`config.mk`:
```
export PLATFORM = sky130hd
export DESIGN_NAME = slip_ctrl
export DESIGN_NICKNAME = d
export VERILOG_FILES = /design/src/rtl/slip_pkg.sv /design/src/rtl/slip_stage_track.sv /design/src/rtl/slip_src_match.sv /design/src/rtl/slip_ctrl.sv
export SDC_FILE = /design/constraint.sdc
export NUM_CORES = 1
export LEC_CHECK = 0
export BUFFER_PORTS_ARGS = -buffer_cell sky130_fd_sc_hd__buf_2
export CORE_MARGIN = 4
export CORE_UTILIZATION = 40
export CTS_CLUSTER_SIZE = 25
export DETAILED_ROUTE_END_ITERATION = 7
export PLACE_DENSITY = 0.83
export SLEW_MARGIN = 20
export SYNTH_ARGS = -nofsm -noshare
export SYNTH_HDL_FRONTEND = slang
export SYNTH_SLANG_ARGS = --single-unit
```
`constraint.sdc`:
```
create_clock -name clk_i -period 1.5 [get_ports clk_i]
set_clock_uncertainty 0.15 [all_clocks]
set_input_delay 0.075 -clock clk_i [delete_from_list [all_inputs] [get_ports clk_i]]
set_output_delay 0.075 -clock clk_i [all_outputs]
set_load 0.005 [all_outputs]
```
`src/rtl/slip_pkg.sv`:
```
package slip_pkg;
  typedef enum logic [1:0] {
    SLIP_NONE = 2'd0,
    SLIP_LOAD = 2'd1,
    SLIP_MD   = 2'd2
  } slip_cause_e;
endpackage

```
`src/rtl/slip_stage_track.sv`:
```
// Destination records of the stages behind register fetch; they always advance.
module slip_stage_track #(
  parameter int unsigned REG_W = 5,
  parameter int unsigned DEPTH = 2
) (
  input  logic                        clk_i,
  input  logic                        rst_ni,
  input  logic                        in_vld_i,
  input  logic                        in_late_i,
  input  logic [REG_W-1:0]            in_dst_i,
  input  logic                        kill_head_i,
  output logic [DEPTH-1:0]            vld_o,
  output logic [DEPTH-1:0]            late_o,
  output logic [DEPTH-1:0][REG_W-1:0] dst_o
);
  logic [DEPTH-1:0]            vld_q, late_q, vld_d, late_d;
  logic [DEPTH-1:0][REG_W-1:0] dst_q, dst_d;

  for (genvar k = 0; k < DEPTH; k++) begin : g_stage
    if (k == 0) begin : g_head
      assign vld_d[k]  = in_vld_i;
      assign late_d[k] = in_late_i;
      assign dst_d[k]  = in_dst_i;
    end else begin : g_tail
      // a kill in the head stage clears the entry as it moves on
      if (k == 1) begin : g_kill
        assign vld_d[k] = vld_q[k-1] & ~kill_head_i;
      end else begin : g_pass
        assign vld_d[k] = vld_q[k-1];
      end
      assign late_d[k] = late_q[k-1];
      assign dst_d[k]  = dst_q[k-1];
    end

    always_ff @(posedge clk_i or negedge rst_ni) begin
      if (!rst_ni) begin
        vld_q[k]  <= 1'b0;
        late_q[k] <= 1'b0;
        dst_q[k]  <= '0;
      end else begin
        vld_q[k]  <= vld_d[k];
        late_q[k] <= late_d[k];
        dst_q[k]  <= dst_d[k];
      end
    end
  end

  assign vld_o  = vld_q;
  assign late_o = late_q;
  assign dst_o  = dst_q;
endmodule

```
`src/rtl/slip_src_match.sv`:
```
module slip_src_match #(
  parameter int unsigned REG_W = 5
) (
  input  logic [REG_W-1:0] src_i,
  input  logic             src_vld_i,
  input  logic             ex_live_i,
  input  logic [REG_W-1:0] ex_dst_i,
  input  logic             dc_live_i,
  input  logic [REG_W-1:0] dc_dst_i,
  output logic             ex_dep_o,
  output logic             dc_hit_o
);
  logic used;
  // register 0 is hardwired, never a dependency
  assign used     = src_vld_i && (src_i != '0);
  assign ex_dep_o = used && ex_live_i && (src_i == ex_dst_i);
  assign dc_hit_o = used && dc_live_i && (src_i == dc_dst_i);
endmodule

```
`src/rtl/slip_ctrl.sv`:
```
module slip_ctrl
  import slip_pkg::*;
#(
  parameter int unsigned REG_W   = 5,
  parameter int unsigned NUM_SRC = 2
) (
  input  logic                          clk_i,
  input  logic                          rst_ni,
  input  logic                          rf_valid_i,
  input  logic                          rf_kill_i,
  input  logic [NUM_SRC-1:0][REG_W-1:0] rf_src_i,
  input  logic [NUM_SRC-1:0]            rf_src_vld_i,
  input  logic [REG_W-1:0]              rf_dst_i,
  input  logic                          rf_dst_vld_i,
  input  logic                          rf_late_i,
  input  logic                          rf_rd_hilo_i,
  input  logic                          ex_kill_i,
  input  logic                          md_busy_i,
  input  logic                          md_ready_i,
  output logic                          stall_front_o,
  output logic                          bubble_ex_o,
  output logic [NUM_SRC-1:0]            byp_dc_o,
  output logic                          hilo_byp_o
);
  localparam int unsigned DEPTH  = 2;
  localparam int unsigned EX_IDX = 0;
  localparam int unsigned DC_IDX = 1;

  logic [DEPTH-1:0]            stg_vld, stg_late;
  logic [DEPTH-1:0][REG_W-1:0] stg_dst;
  logic                        ex_live, dc_live, rf_live, run, issue_vld;
  logic [NUM_SRC-1:0]          ex_dep, dc_hit;
  slip_cause_e                 cause;

  // a producer cancelled in execute never interlocks
  assign ex_live = stg_vld[EX_IDX] & stg_late[EX_IDX] & ~ex_kill_i;
  assign dc_live = stg_vld[DC_IDX] & stg_late[DC_IDX];
  assign rf_live = rf_valid_i & ~rf_kill_i;

  for (genvar i = 0; i < NUM_SRC; i++) begin : g_src
    slip_src_match #(.REG_W(REG_W)) u_match (
      .src_i     (rf_src_i[i]),
      .src_vld_i (rf_src_vld_i[i]),
      .ex_live_i (ex_live),
      .ex_dst_i  (stg_dst[EX_IDX]),
      .dc_live_i (dc_live),
      .dc_dst_i  (stg_dst[DC_IDX]),
      .ex_dep_o  (ex_dep[i]),
      .dc_hit_o  (dc_hit[i])
    );
  end

  always_comb begin
    cause = SLIP_NONE;
    if (rf_live) begin
      if (|ex_dep)                         cause = SLIP_LOAD;
      else if (rf_rd_hilo_i && md_busy_i)  cause = SLIP_MD;
    end
  end

  assign stall_front_o = (cause != SLIP_NONE);
  assign bubble_ex_o   = (cause != SLIP_NONE);
  assign run           = rf_live & (cause == SLIP_NONE);
  assign byp_dc_o      = run ? dc_hit : '0;
  assign hilo_byp_o    = run & rf_rd_hilo_i & md_ready_i;
  // a slipped or killed slot enters execute as a no-op
  assign issue_vld     = run & rf_dst_vld_i;

  slip_stage_track #(.REG_W(REG_W), .DEPTH(DEPTH)) u_track (
    .clk_i       (clk_i),
    .rst_ni      (rst_ni),
    .in_vld_i    (issue_vld),
    .in_late_i   (rf_late_i),
    .in_dst_i    (rf_dst_i),
    .kill_head_i (ex_kill_i),
    .vld_o       (stg_vld),
    .late_o      (stg_late),
    .dst_o       (stg_dst)
  );
endmodule

```
==> out/results.txt <==
Final setup vio count: 6
Via count: 740
Hold Worst Slack: 69.0 ps
Total track usage: 0.153
Post-synth top area share: 0.490
Crit path time final: 2020 ps
Ranking of synthesized cells by area: dfrtp_1 (49%), xnor2_1 (18%), xor2_1 (6.1%), or4_1 (3.1%), nor4_1 (2.6%)
DRC Markers: 0
Via density: 4.97
Num ports: 32
Commonest non-fill, non-tap cells in the layout: buf_2 (31), buf_4 (16), dfrtp_1 (11)
First-pass GRT wire length: 2.93 mm
CTS clock-pin slew for the worst setup and hold paths: 70 ps
Register area share after synthesis: 0.490
Synth Area in Simple Gates: 0.177
R2r setup slk: -220 ps
Fin Setup TNS: -2560 ps
Post-route ant nets: 0
Post-route setup slack: -522 ps
Syn. warnings: 0
Core ar.: 0.00171 mm²
Final Hold Fails: 0
Die width: 50.3 µm
Mapped cell area: 716 µm²
Proportion of layout cells with a drive suffix above 1: 0.593
Largest net degree at the start of global routing: 15
Number of fill cells: 121
Worst Path Max Fanout: 3
Pre-CTS WS: -251 ps
Fin nets: 152
Reg area: 354 µm²
Initial DRC Count: 7
Syn Nets: 90
Most common cell after layout, fill and taps aside: buf_2
CP Capture Type: output port
Max_cap viols: 0
Starting Density: 0.419
CTS tree: done
Worst slew pin tran: 322 ps
CP required: 1270 ps
Port Buf Inserts: 31
GRT overflow: 0
Multiplexer area fraction after synthesis: 0
Gpl congestion: 0.864
CP Class: flip-flop to output port
IR Drop Worst-Case VDD: 0.633 mV
Lkg Pwr: 0.000568 µW
Die Y: 50.3 µm
Critical Path Start Type: flip-flop
Achievable frequency: 495 MHz
Largest area contributor in the netlist: dfrtp_1
Final Slew Violations: 0
Adder-Cell Fraction of Synth Area: 0
Total CTS buffers: 3
Row cnt: 15
Wire length per cell: 14.5 µm
Clock Latency Late Sink: 270 ps
#FFs+latches synth: 14
RSZ-0062 raised after global routing: true
Final WL: 2.17 mm
Post-synth cell types: 21
Slew margin rel.: 0.785
Area occupied by multi-input gates: 462 µm²
Synth Area per Inst: 11.4 µm²
CTS Buffer Depth: 2
Pre-antenna DRT Iters: 5
Mapped Cells: 63
Critical Path AT: 1800 ps
Synth Area in Compound Gates: 0.0734
Die area: 0.00253 mm²
Failing checks: setup timing
Combinational family with the most area after synthesis: XOR/XNOR gates
Hold crit path type: input port to async pin
Vias in the first global route: 737
P&R area growth vs syn: 76.6%
H-tree depth: 1
Final Cycle Share: 1.35
Power density over the cells: 655 mW/mm²
Status: finished with violations
Root buf cell: clkbuf_4
Post-synthesis xor/xnor area fraction: 0.245
Sinks on the clock net: 14
Initial antenna violation count: 1
-- sequential cells by signal, indices dropped and copies added, names as in the netlist --
signal and cells:
u_track.dst_o 10, u_track.vld_o 2, u_track.late_o 2
-- layer usage --
layer  global-route usage  up-vias  wire (µm)  part of all wire
li1                     -      342          -                 -
met1                0.176      346        814              0.38
met2                0.274       42       1130              0.52
met3               0.0208       10        123             0.057
met4               0.0807        0         94             0.043
met5                    0        -          0                 0
-- cell usage after synthesis, drive strengths merged --
cell	instances
xor2	5
buf	1
nand3	3
or4	4
xnor2	15
and3b	1
nand4	1
inv	1
dfrtp	14
o31ai	2
and2b	1
o21a	1
nand2	4
nor3	3
nor2b	1
o2111ai	1
o21ai	2
nor4	3
-- final timing paths --
check	startpoint	endpoint	cells after the start
setup / recovery	u_track.dst_o[2]$_DFF_PN0_	byp_dc_o[1]	6
hold / removal	rst_ni	u_track.late_o[0]$_DFF_PN0_	2
setup reg to reg	u_track.dst_o[2]$_DFF_PN0_	u_track.vld_o[0]$_DFF_PN0_	6
hold reg to reg	u_track.late_o[0]$_DFF_PN0_	u_track.late_o[1]$_DFF_PN0_	0
max in group asynchronous	rst_ni	u_track.dst_o[0]$_DFF_PN0_	2
min in group clk_i	rf_rd_hilo_i	u_track.vld_o[0]$_DFF_PN0_	6
-- per-stage QoR --
stage                     cells  power, µW  cell area (µm²)   util
after floorplan              63        482              727      -
after global placement      128        561              981  0.574
after detailed placement    128        567              981  0.574
after CTS                   142        789             1140  0.669
after global routing        149        877             1260  0.740
final                       149        828             1260  0.740
-- power by group --
group	leakage [µW]	total [µW]	switching [µW]	internal, µW
clock	0.0000138	199	107	92.8
combinational	0.000390	215	90.1	125
sequential	0.000164	414	18.0	396
total	0.000568	828	215	614
-- worst max-delay path: stages (launching register included) --
cell and delay [ps]:
dfrtp_2 460, xnor2_2 150, nand4_1 250, o31ai_4 330, buf_4 160, nor4_2 30
buf_2 140
-- cell type report --
cell class                      count  share of cell area
Antenna cell                        1             0.00198
Timing Repair Buffer               58               0.307
Tap cell                           25              0.0248
Multi-Input combinational cell     47               0.365
Inverter                            1             0.00297
Sequential cell                    14               0.280
Clock buffer                        3              0.0178
-- cells by family (layout without fill, tap and decap cells) --
logic type      Yosys count  after routing
compound gates            6              6
xor+xnor                 20             20
buf+inv                   2             62
flops                    14             14
other cells               0              1
simple gates             21             21
-- repair_timing --
item / in CTS / in global routing
hold endpoints to repair: 22 / 0
setup endpoints to repair: 6 / 6
setup buffers: 2 / 6
hold buffers: 9 / 0
pin swaps: 7 / 12
gates resized for setup: 5 / 15
Power figures use the tool's default switching activity.
